$ cat src/rtl/xbank_pkg.sv
`timescale 1ns/1ps
package xbank_pkg;

    localparam int PRG_OFF_W  = 13;
    localparam int CHR_OFF_W  = 10;
    localparam int PRG_BANK_W = 12;
    localparam int CHR_BANK_W = 15;
    localparam int REG_W      = 8;
    localparam int PRG_WIN    = 4;
    localparam int CHR_SLOTS  = 8;
    localparam int PRG_SEL_W  = $clog2(PRG_WIN);
    localparam int CHR_SEL_W  = $clog2(CHR_SLOTS);
    localparam int PRG_W      = PRG_BANK_W + PRG_OFF_W;
    localparam int CHR_W      = CHR_BANK_W + CHR_OFF_W;

    typedef logic [REG_W-1:0] reg8_t;

    typedef struct packed {
        reg8_t                 outer;      // high nibble program, low nibble pattern
        reg8_t                 prg_a;      // window 0 source
        reg8_t                 prg_b;      // window 1 source
        reg8_t                 prg_c;      // optional window 2 source
        reg8_t                 prg_base;   // block bits under the mask
        logic                  prg_c_en;
        logic [2:0]            prg_size;
        reg8_t [5:0]           chr_sel;    // pattern registers 2..7
        logic [2:0]            chr_hi;
        reg8_t                 chr_cfg;    // size index and block bits
        logic                  swap_chr;
        logic                  swap_prg;
        logic [2:0]            cmd_idx;
        logic                  mirror_h;
    } map_state_t;

    function automatic reg8_t prg_mask(input logic [2:0] size);
        return (size == 3'd7) ? 8'hFF : (8'h3F >> size);
    endfunction

    function automatic logic [2:0] chr_shift(input logic [2:0] idx);
        case (idx)
            3'd1:    return 3'd1;
            3'd2:    return 3'd2;
            3'd4:    return 3'd3;
            3'd5:    return 3'd4;
            3'd6:    return 3'd5;
            default: return 3'd0;
        endcase
    endfunction

endpackage

$ cat src/rtl/xbank_regs.sv
`timescale 1ns/1ps
module xbank_regs
    import xbank_pkg::*;
(
    input  logic             clk,
    input  logic             rst,
    input  logic             wr_en,
    input  logic [15:0]      wr_addr,
    input  logic [REG_W-1:0] wr_data,
    output map_state_t       st
);

    logic        hit_cpu_file;
    logic        hit_ppu_file;
    logic [15:0] legacy_key;
    logic [3:0]  sub;

    assign hit_cpu_file = (wr_addr[15:4] == 12'h410);
    assign hit_ppu_file = (wr_addr[15:4] == 12'h201);
    assign legacy_key   = wr_addr & 16'hE001;
    assign sub          = wr_addr[3:0];

    always_ff @(posedge clk) begin
        if (rst) begin
            st <= '0;
        end else if (wr_en) begin
            if (hit_cpu_file) begin
                case (sub)
                    4'h0: st.outer    <= wr_data;
                    4'h7: st.prg_a    <= wr_data;
                    4'h8: st.prg_b    <= wr_data;
                    4'h9: st.prg_c    <= wr_data;
                    4'hA: st.prg_base <= wr_data;
                    4'hB: begin
                        st.prg_c_en <= wr_data[6];
                        st.prg_size <= wr_data[2:0];
                    end
                    default: ;
                endcase
            end else if (hit_ppu_file) begin
                case (sub)
                    4'h2, 4'h3, 4'h4, 4'h5, 4'h6, 4'h7:
                        st.chr_sel[sub[2:0] - 3'd2] <= wr_data;
                    4'h8: st.chr_hi  <= wr_data[6:4];
                    4'hA: st.chr_cfg <= wr_data;
                    default: ;
                endcase
            end else begin
                case (legacy_key)
                    16'h8000: begin
                        st.swap_chr <= wr_data[7];
                        st.swap_prg <= wr_data[6];
                        st.cmd_idx  <= wr_data[2:0];
                    end
                    16'h8001: begin
                        case (st.cmd_idx)
                            3'd0: st.chr_sel[4] <= wr_data;
                            3'd1: st.chr_sel[5] <= wr_data;
                            3'd2: st.chr_sel[0] <= wr_data;
                            3'd3: st.chr_sel[1] <= wr_data;
                            3'd4: st.chr_sel[2] <= wr_data;
                            3'd5: st.chr_sel[3] <= wr_data;
                            3'd6: st.prg_a      <= wr_data;
                            default: st.prg_b   <= wr_data;
                        endcase
                    end
                    16'hA000: st.mirror_h <= wr_data[0];
                    default: ;
                endcase
            end
        end
    end

endmodule

$ cat src/rtl/xbank_prg.sv
`timescale 1ns/1ps
module xbank_prg
    import xbank_pkg::*;
(
    input  map_state_t            st,
    input  logic [PRG_OFF_W+1:0]  cpu_addr,
    output logic [PRG_W-1:0]      prg_addr
);

    reg8_t                 mask;
    logic [PRG_BANK_W-1:0] block;
    reg8_t                 src [PRG_WIN];
    logic [PRG_BANK_W-1:0] bank [PRG_WIN];
    logic [PRG_SEL_W-1:0]  win;

    assign mask  = prg_mask(st.prg_size);
    assign block = {st.outer[7:4], 8'h00} | {4'h0, st.prg_base & ~mask};

    assign src[0] = st.prg_a;
    assign src[1] = st.prg_b;
    assign src[2] = st.prg_c_en ? st.prg_c : 8'hFE;
    assign src[3] = 8'hFF;

    for (genvar w = 0; w < PRG_WIN; w++) begin : g_win
        assign bank[w] = block | {4'h0, src[w] & mask};
    end

    // bit 6 of the command trades windows 0 and 2
    assign win = cpu_addr[PRG_OFF_W+1:PRG_OFF_W]
               ^ {st.swap_prg & ~cpu_addr[PRG_OFF_W], 1'b0};

    assign prg_addr = {bank[win], cpu_addr[PRG_OFF_W-1:0]};

endmodule

$ cat src/rtl/xbank_chr.sv
`timescale 1ns/1ps
module xbank_chr
    import xbank_pkg::*;
(
    input  map_state_t                 st,
    input  logic [CHR_OFF_W+2:0]       ppu_addr,
    output logic [CHR_W-1:0]           chr_addr
);

    reg8_t                 mask;
    logic [CHR_BANK_W-1:0] block;
    reg8_t                 src [CHR_SLOTS];
    logic [CHR_BANK_W-1:0] bank [CHR_SLOTS];
    logic [CHR_SEL_W-1:0]  slot;

    assign mask  = 8'hFF >> chr_shift(st.chr_cfg[2:0]);
    assign block = {st.outer[3:0], 11'h000}
                 | {4'h0, st.chr_hi, 8'h00}
                 | {7'h00, st.chr_cfg & ~mask};

    for (genvar s = 0; s < CHR_SLOTS; s++) begin : g_slot
        if (s < 4) begin : g_pair
            // register 6 feeds slots 0/1, register 7 feeds slots 2/3
            assign src[s] = {st.chr_sel[4 + s/2][7:1], 1'(s % 2)};
        end else begin : g_single
            assign src[s] = st.chr_sel[s - 4];
        end
        assign bank[s] = block | {7'h00, src[s] & mask};
    end

    assign slot = ppu_addr[CHR_OFF_W+2:CHR_OFF_W] ^ {st.swap_chr, 2'b00};

    assign chr_addr = {bank[slot], ppu_addr[CHR_OFF_W-1:0]};

endmodule

$ cat src/rtl/xbank_mapper.sv
`timescale 1ns/1ps
module xbank_mapper
    import xbank_pkg::*;
(
    input  logic                 clk,
    input  logic                 rst,
    input  logic                 wr_en,
    input  logic [15:0]          wr_addr,
    input  logic [REG_W-1:0]     wr_data,
    input  logic [PRG_OFF_W+1:0] cpu_addr,
    input  logic [CHR_OFF_W+2:0] ppu_addr,
    output logic [PRG_W-1:0]     prg_addr,
    output logic [CHR_W-1:0]     chr_addr,
    output logic                 mirror_horiz
);

    map_state_t st;

    xbank_regs u_regs (
        .clk     (clk),
        .rst     (rst),
        .wr_en   (wr_en),
        .wr_addr (wr_addr),
        .wr_data (wr_data),
        .st      (st)
    );

    xbank_prg u_prg (
        .st       (st),
        .cpu_addr (cpu_addr),
        .prg_addr (prg_addr)
    );

    xbank_chr u_chr (
        .st       (st),
        .ppu_addr (ppu_addr),
        .chr_addr (chr_addr)
    );

    assign mirror_horiz = st.mirror_h;

endmodule

$ cat config.mk
export PLATFORM = sky130hd
export DESIGN_NAME = xbank_mapper
export DESIGN_NICKNAME = d
export VERILOG_FILES = /design/src/rtl/xbank_pkg.sv /design/src/rtl/xbank_regs.sv /design/src/rtl/xbank_prg.sv /design/src/rtl/xbank_chr.sv /design/src/rtl/xbank_mapper.sv
export SDC_FILE = /design/constraint.sdc
export NUM_CORES = 1
export LEC_CHECK = 0
export BUFFER_PORTS_ARGS = -buffer_cell sky130_fd_sc_hd__buf_2
export CORE_AREA = 2 2 107 109
export CTS_BUF_LIST = sky130_fd_sc_hd__clkbuf_16
export DETAILED_ROUTE_END_ITERATION = 16
export DIE_AREA = 0 0 109 111
export GPL_TIMING_DRIVEN = 0
export PLACE_DENSITY_LB_ADDON = 0.08
export SLEW_MARGIN = 25
export SYNTH_ARGS = -nofsm -noshare
export SYNTH_HDL_FRONTEND = slang
export SYNTH_SLANG_ARGS = --single-unit
$ cat constraint.sdc
create_clock -name clk -period 4.7 [get_ports clk]
set_input_delay 0 -clock clk [delete_from_list [all_inputs] [get_ports clk]]
set_output_delay 0 -clock clk [all_outputs]
set_load 0.03 [all_outputs]
### Word-level counts from Yosys, hierarchy flattened

Index checks and enable logic that the tools add are counted.

* output and inout port bits: 51
* logic and storage cells: 154
* flip-flop bits (word level): 109
* input bits: 55

* equality and inequality tests: 32
* order comparisons: 4
* add/sub/neg operators: 1
* multiplexer cells: 28
* bitwise operators: 38
* shift operators: 2
* reductions and logical operators: 30

Operators by type and width (number)
* $mux W48: 3
* $or A15 B8 Y15: 9
* $and A8 B8 Y8: 13
* $mux W8: 13
* $or A12 B8 Y12: 5
* $bwmux W48: 1
* $mux W16: 3
* $bmux W15 S3: 1
* $reduce_and A5 Y1: 8
* $mux W15: 2
* $eq A4 B4 Y1 const B: 7
* $bmux W12 S2: 1
* $demux W8 S3: 1
* $mux W12: 2
* $eq A3 B3 Y1 const B: 7
* $reduce_bool A2 Y1: 9
* $eq A4 B3 Y1 const B: 4
* $not A8 Y8: 2
* $reduce_and A4 Y1: 4
* $or A15 B11 Y15: 1
* $pmux W3 S5: 1
* $eq A12 B10 Y1 const B: 1
* $eq A12 B11 Y1 const B: 1
* $reduce_and A3 Y1: 4
* 23 further kinds: 32

### Longest topological paths before layout

Gate-level depths: netlist of the first run.

* depth in word-level cells: 10
* mapped depth: 7
* depth with buffers taken out: 5

### Modules after synthesis

A second synthesis of the first run with hierarchy kept.

* cell total of the unflattened synthesis: 587
* area, all modules: 5630.4 µm²

Modules (own cells, without submodules)
* xbank_regs: instances 1, sequential area each 2182.1 µm², area each 4421.7 µm², cells each 432
* xbank_chr: instances 1, sequential area each 0.0 µm², area each 684.4 µm², cells each 82
* xbank_prg: instances 1, sequential area each 0.0 µm², area each 524.3 µm², cells each 73

### Least setup slack after synthesis of the first run

OpenSTA, ideal clock, no wires.

* path kind: in2reg
* start: input wr_addr[5]
* end: register, netlist name u_regs.st[33]
* required time: 4.564 ns
* slack: 3.020 ns
* buffers on the path: 0
* arrival: 1.544 ns
* library setup time: 0.136 ns
* stages on the path: 5
* cells stage by stage: nor4_2 -> nand3_1 -> o41ai_4 -> o21ai_2 -> mux2i_1

* cells in the longest elaborated chain, start to end: 3
* elaborated cells between the ends (all ways): 8
* classes of those cells: 3 x eq/ne; 1 x mux; 1 x bitwise; 3 x reduce/logical

RTL lines
* start, declared: RTL line xbank_mapper.sv:8 `input logic [15:0] wr_addr,`
* $eq A12 B10 Y1 / $eq A12 B11 Y1 (equally long branches): RTL line xbank_regs.sv:19, xbank_regs.sv:18
* $ne A2 B2 Y1 (no line), or another cell as far along
* $reduce_and A5 Y1 (no line)

Parallel ways exist; a longest one is shown, timed or not.
A chain may end at the register's enable or synchronous reset.

### Worst setup path in the final report of the first run

* start: register, netlist name u_regs.st[4]
* end: output prg_addr[14]

* cells in the longest elaborated chain, start to end: 6

RTL lines
* $and A1 B1 Y1: RTL line xbank_prg.sv:30 `^ {st.swap_prg & ~cpu_addr[PRG_OFF_W], 1'b0};`
* $xor A2 B2 Y2: RTL line xbank_prg.sv:30
* $not A2 Y3 (not written as such): RTL line xbank_prg.sv:32 `assign prg_addr = {bank[win], cpu_addr[PRG_OFF_W-1:0]};`
* $bmux W12 S2: RTL line xbank_prg.sv:32
* $mux W12 (not written as such) (2 in series): RTL line xbank_prg.sv:32
* end, declared: RTL line xbank_mapper.sv:12 `output logic [PRG_W-1:0] prg_addr,`

No other way between the ends. The select of a mux whose other input is x is not followed.

==> impl_summary.txt, run 1 <==
----------------------------------------------------
[Clock network]
  Clock tree from TritonCTS ... done
  Clk Tree Root Cell ... clkbuf_16
  CTS clk-pin slew, worst paths ... 0.06 ns
  Number of H-tree levels ... 3
  Num Clock Sinks ... 107
  Number of CTS-inserted buffers ... 9
  Buffers from clock root to sink, at most ... 2
  Clock latency of the later-clocked register in the worst-skew pair ... 0.35 ns

[Placement]
  HPWL Detailed ... 9510 um
  Gp weighted congestion ... 0.821
  Port-buffer cells ... 72

[Final layout]
  Layout-stage area growth over the synthesis result ... 15.0%
  Share of cells above drive strength 1 ... 23.0%
  Top flop regs ... u_regs.st x107
  Number of diodes ... 0
  Nets ... 690
  Flip-flop count of the largest register, all copies and words added ... 107
  Leading cell types in the layout, fill and taps excluded ... 114 x mux2i_1, 107 x dfxtp_1, 72 x buf_2
  Register containing the most flip-flops in the final layout ... u_regs.st
  Most common cell after layout, fill and taps aside ... mux2i_1

[Setup path]
  Signal arrival time at the worst endpoint ... 2.46 ns
  Kind of start point of the critical path ... flip-flop
  Setup Crit Path Kind ... reg2out
  Required time at the endpoint of the critical path ... 4.70 ns
  Endpoint kind of the worst setup timing path ... primary output
  Crit-path max FO ... 7

[Timing]
  Relative max-transition margin ... 34.3%
  Peak clock frequency supported by timing ... 406 MHz
  RSZ-0062 raised after global routing ... no
  Final number of hold-violating endpoints ... 0
  Setup-failing EPs final ... 0
  Max Clock Skew ... 0.00592 ns
  Number of max-slew violations in the final report ... 0
  Final critical-path share of the clock period ... 52.4%
  Setup TNS after final layout ... 0 ns
  Slew at the pin closest to its max-slew limit ... 0.979 ns
  Minimum clock period after layout ... 2.46 ns

[Pwr]
  Leakage power ... 2.85 nW
  Pwr Density ... 284 mW/mm2
  Total power ... 1.74 mW
  Max rail drop VDD ... 200 uV

[Global route]
  Number of global-route vias before repair ... 4107
  First-pass GRT wire length ... 20900 um
  Global-route usage over all layers ... 22.6%
  Largest net degree at the start of global routing ... 16
  Remaining global-route overflow ... 0
  Antenna violations before repair ... 0

[Die]
  DIE AREA ... 0.0121 mm2
  Core Box Area ... 0.0111 mm2
  Horizontal die dimension ... 109 um
  Row Count ... 39
  Ports placed on the boundary ... 106
  Vert. Die Dim ... 111 um
  Effective utilization at floorplan ... 48.0%

[Flow run]
  Max capacitance violation total ... 0

[Route]
  Met3 layer wire length in the routed design ... 558 um
  Number of DRC markers in iteration 0 ... 138
  Count of nets left with antenna violations after detail routing ... 0
  Total via count in the routed design ... 4117
  Uppermost layer routed ... met4
  Number of optimization iterations in the first detailed-route pass ... 4
  Met2 WL post-DR ... 6200 um
  DRT Wirelength ... 13000 um
  Length of routed wiring on met1 ... 6040 um
  Remaining routing DRC violations ... 0
  Detailed-route vias per instance ... 5.26
  Average wire length per cell after detail routing ... 16.6 um

[Synth]
  Synth warnings ... 0
  #FFs+latches synth ... 107
  Syn Inst Count ... 551
  Mapped cell area ... 0.00531 mm2
  Post-synthesis sequential area ratio ... 40.3%
  Avg Cell Area, Syn ... 9.64 um2
  Distinct cell type count of the synthesized netlist ... 42
  Synthesized Nets ... 606

[Min path]
  Class of the tightest hold or removal check ... in2reg

[Status]
  Result of the run ... finished clean

----------------------------------------------------
critical path, cell delays in order, from the launching register on:
cell and delay (ns):
dfxtp_1 0.38, nand2b_1 0.12, xnor2_1 0.51, nand3b_1 0.42
a2bb2oi_1 0.24, mux2_2 0.27, buf_2 0.17
per-layer routing:
metal  track usage (%)  vias to the layer above
li1                  -                     2046
met1              30.2                     1964
met2              36.8                       89
met3              3.06                       18
met4              8.12                        0
met5                 0                        -
metrics by stage:
step / cell area (um2) / utilization, % / instances / setup slack [ns] / hold slack [ns]
6_report: 6110 / 55.2 / 782 / 2.24 / 0.0451
5_1_grt: 6110 / 55.2 / 782 / 2.07 / 0.0661
4_1_cts: 6110 / 55.2 / 782 / 2.27 / 0.0446
3_5_place_dp: 5850 / 52.8 / 766 / 2.51 / 0.251
3_3_place_gp: 5850 / 52.8 / 766 / 2.51 / 0.252
2_1_floorplan: 5310 / - / 551 / 3.02 / 0.132
logic make-up (layout without fill, tap and decap cells):
kind of cell    Yosys count  after routing  share of synthesized area, %
mux                     131            131                          26.6
flops                   107            107                          40.3
compound gates           47             47                          6.03
xor+xnor                  6              6                         0.989
buf+inv                  69            157                          7.28
simple gates            191            191                          18.8
power by group:
group | leakage, nW | switching [mW] | internal [mW]
Sequential | 0.862 | 0.00121 | 0.908
Combinational | 1.86 | 0.104 | 0.0571
Clock | 0.129 | 0.321 | 0.347
layout make-up:
cell class / instances / area (um2)
buffer: 63 / 364
tap: 143 / 179
fill: 1055 / 4960
sequential: 107 / 2140
clock inverter: 6 / 25.0
clock buffer: 9 / 225
inverter: 6 / 22.5
timing repair buffer: 73 / 370
multi-input combinational: 375 / 2790
cell usage after synthesis (all sizes together):
| library cell | n | area share (%) |
|---|---|---|
| mux2 | 10 | 2.1 |
| and4 | 2 | 0.33 |
| nor4b | 1 | 0.16 |
| nand3 | 8 | 0.75 |
| nor3 | 8 | 0.85 |
| nand2 | 27 | 1.9 |
| o211ai | 1 | 0.14 |
| a2bb2oi | 1 | 0.16 |
| a31o | 3 | 0.49 |
| nor4bb | 2 | 0.38 |
| nor2b | 1 | 0.12 |
| xnor2 | 2 | 0.33 |
| a31oi | 1 | 0.12 |
| or3 | 2 | 0.24 |
| mux4 | 7 | 3.0 |
| a211oi | 1 | 0.14 |
| a22oi | 2 | 0.28 |
| inv | 6 | 0.42 |
| o41ai | 1 | 0.52 |
| and4b | 1 | 0.19 |
| buf | 43 | 5.4 |
| and3 | 3 | 0.35 |
| nand2b | 58 | 6.8 |
| nor2 | 65 | 4.6 |
| o21a | 2 | 0.28 |
| clkbuf | 20 | 1.4 |
| nand3b | 4 | 0.57 |
| and2 | 1 | 0.12 |
| xor2 | 4 | 0.66 |
| o21ai | 17 | 2.0 |
| o22ai | 4 | 0.47 |
| dfxtp | 107 | 40 |
| nor4 | 8 | 1.5 |
| mux2i | 114 | 21 |
| o221ai | 2 | 0.33 |
| a21oi | 12 | 1.1 |
final timing paths:
kind | slack [ns] | endpoint | start | depth (start not counted)
worst min register to register | 0.45 | u_regs.st[0] | u_regs.st[0] | 2
worst max-delay path | 2.24 | prg_addr[14] | u_regs.st[4] | 6
worst max register to register | 2.93 | u_regs.st[90] | u_regs.st[2] | 6
worst min-delay path | 0.05 | u_regs.st[96] | wr_data[3] | 3
what timing repair did:
action / CTS / global route
hold buffers: 1 / 0
endpoints found under the setup margin: 0 / 0
endpoints found under the hold margin: 1 / 0
gates resized for setup: 0 / 0
setup buffers: 0 / 0
Power figures use the tool's default switching activity.
==> run 2: changes to the inputs <==
Clock period 4.7 ns to 2.3 ns, I/O delays scaled along.
==> impl_summary.txt, run 2 (synthesis gave the netlist of run 1 again) <==
----------------------------------------------------
[Timing]
  Minimum clock period after layout ... 2.10 ns
  Setup-failing EPs final ... 0 (unchanged)
  Max Clock Skew ... 0.00527 ns (-0.000651 ns)
  Final number of hold-violating endpoints ... 0 (unchanged)
  Number of max-slew violations in the final report ... 0 (unchanged)
  Final critical-path share of the clock period ... 91.2%
  Relative max-transition margin ... 32.9% (-1.3 points)
  Peak clock frequency supported by timing ... 477 MHz
  Slew at the pin closest to its max-slew limit ... 0.998 ns (+0.0197 ns)
  Setup TNS after final layout ... 0 ns (unchanged)
  RSZ-0062 raised after global routing ... no

[Pwr]
  Total power ... 3.56 mW (+100%)
  Leakage power ... 2.87 nW (+0.51%)
  Pwr Density ... 580 mW/mm2 (+100%)
  Sequential group share of total power ... 52.2% (about the same)
  Max rail drop VDD ... 400 uV (+100%)
  Internal power ... 2.68 mW (+100%)
  Proportion of total power due to net switching ... 24.6% (+0.080 points)
  Portion of total power attributed to the clock network ... 38.5% (about the same)
  Logic gate share of total power ... 9.3% (about the same)
  Net switching power figure ... 0.875 mW (+110%)

[Route]
  Total via count in the routed design ... 4121 (+0.097%)
  Average wire length per cell after detail routing ... 16.6 um (-0.24%)
  Count of nets left with antenna violations after detail routing ... 0 (unchanged)
  Remaining routing DRC violations ... 0 (unchanged)
  DRT Wirelength ... 13000 um (-0.11%)
  Detailed-route vias per instance ... 5.26 (about the same)
  Number of optimization iterations in the first detailed-route pass ... 4 (unchanged)
  Number of DRC markers in iteration 0 ... 151 (+9.4%)

[Setup path]
  Signal arrival time at the worst endpoint ... 2.10 ns (-0.36 ns)
  FF-to-FF Start ... u_regs.st[2]
  Crit-path max FO ... 7 (unchanged)
  R2r setup slk ... 0.52 ns (-2.41 ns)
  Required time at the endpoint of the critical path ... 2.30 ns (-2.40 ns)
  Endpoint kind of the worst setup timing path ... primary output
  Setup Crit Path Kind ... reg2out
  Kind of start point of the critical path ... flip-flop
  Startpoint of the worst setup timing path ... u_regs.st[4]

[Final layout]
  Share of cells above drive strength 1 ... 23.6% (+0.59 points)
  Leading cell types in the layout, fill and taps excluded ... 114 x mux2i_1, 107 x dfxtp_1, 72 x buf_2
  Most common cell after layout, fill and taps aside ... mux2i_1
  Core Util, Final ... 55.4% (+0.21 points)
  Register containing the most flip-flops in the final layout ... u_regs.st
  Final std cell area, no fill ... 0.00614 mm2 (+0.39%)
  Number of diodes ... 0 (unchanged)
  Flip-flop count of the largest register, all copies and words added ... 107 (unchanged)
  Top flop regs ... u_regs.st x107
  Layout-stage area growth over the synthesis result ... 15.5%
  Nets ... 691 (+0.14%)
  Fin cells ... 783 (+0.13%)

[Clock network]
  Clock latency of the later-clocked register in the worst-skew pair ... 0.35 ns (about the same)
  CTS clk-pin slew, worst paths ... 0.07 ns (about the same)
  Number of CTS-inserted buffers ... 9 (unchanged)
  Clock tree from TritonCTS ... done
  Num Clock Sinks ... 107 (unchanged)
  Number of H-tree levels ... 3 (unchanged)
  Buffers from clock root to sink, at most ... 2 (unchanged)
  Clk Tree Root Cell ... clkbuf_16

[Global route]
  Remaining global-route overflow ... 0 (unchanged)
  Global-route usage over all layers ... 22.6% (about the same)
  Largest net degree at the start of global routing ... 16 (unchanged)
  Antenna violations before repair ... 0 (unchanged)
  Number of global-route vias before repair ... 4109 (+0.049%)
  First-pass GRT wire length ... 20900 um (unchanged)

[Die]
  Ports placed on the boundary ... 106 (unchanged)
  Row Count ... 39 (unchanged)
  Vert. Die Dim ... 111 um (unchanged)
  DIE AREA ... 0.0121 mm2 (unchanged)
  Horizontal die dimension ... 109 um (unchanged)
  Core Box Area ... 0.0111 mm2 (unchanged)
  Effective utilization at floorplan ... 48.0% (unchanged)

[Min path]
  Class of the tightest hold or removal check ... in2reg
  Hold path startpoint ... wr_addr[13]

[Status]
  Result of the run ... finished clean

[Placement]
  Count of placed standard cells including taps ... 766 (unchanged)
  HPWL Detailed ... 9510 um (unchanged)
  Gp weighted congestion ... 0.821 (unchanged)
  Port-buffer cells ... 72 (unchanged)
  Instance area at placement ... 0.00585 mm2 (unchanged)

[Flow run]
  Max capacitance violation total ... 0 (unchanged)

----------------------------------------------------
-- run 2: cell types whose count changed in the layout (fill, tap and decap cells not counted) --
cell | previous run | this run
buf_4 | 34 | 35
clkbuf_1 | 20 | 19
clkbuf_2 | 0 | 1
xnor2_1 | 2 | 1
xnor2_2 | 0 | 1
xor2_1 | 4 | 3
xor2_2 | 0 | 1
-- run 2: final timing paths --
| check | endpoint | depth (start not counted) |
|---|---|---|
| min | u_regs.st[0] | 4 |
| max | prg_addr[14] | 7 |
| max reg2reg | u_regs.st[90] | 6 |
| min reg2reg | u_regs.st[0] | 2 |
-- run 2: area by class of cell --
| cell class | count | area, um2 |
|---|---|---|
| Buffer | 63 | 365 |
| Clock buffer | 9 | 225 |
| Clock inverter | 6 | 25.0 |
| Fill cell | 1053 | 4940 |
| Inverter | 6 | 22.5 |
| Multi-Input combinational cell | 375 | 2800 |
| Sequential cell | 107 | 2140 |
| Tap cell | 143 | 179 |
| Timing Repair Buffer | 74 | 378 |
-- run 2: repair_timing --
item	in CTS	in global routing
setup endpoints to repair	8	6
pin swaps	0	1
resized for setup	2	2
hold buffers	1	0
endpoints found under the hold margin	1	0
buffers inserted	0	1
gates cloned	0	0
-- run 2: power groups by stage --
stage	Combinational, mW	Clock [mW]	Sequential [mW]
after floorplan	0.218	0	1.90
after global placement	0.326	0	1.90
after detailed placement	0.329	0	1.90
after CTS	0.333	1.39	1.86
after global routing	0.356	1.46	1.86
final	0.330	1.37	1.86
-- run 2: critical path: stages (launching register included) --
cell and delay, ns:
dfxtp_1 0.38, nand2b_1 0.14, xnor2_2 0.34, nand3b_1 0.13, buf_4 0.18, a2bb2oi_1 0.14, mux2_2 0.27, buf_2 0.17
-- run 2: through the flow --
stage	hold WS [ns]	setup slack (ns)
after detailed placement	0.251	0.114
after global routing	0.0492	0.0716
final	0.00600	0.202
after floorplan	0.132	0.620
after CTS	0.00163	0.0225
after global placement	0.252	0.113
-- run 2: metal layers --
layer	vias to the layer above	track usage, %	share of wire (%)	wire, um
met2	85	36.9	48	6180
met5	-	0	0	0
met1	1970	30.2	47	6080
met4	0	8.12	1.7	218
li1	2048	-	-	-
met3	18	3.06	4.0	516
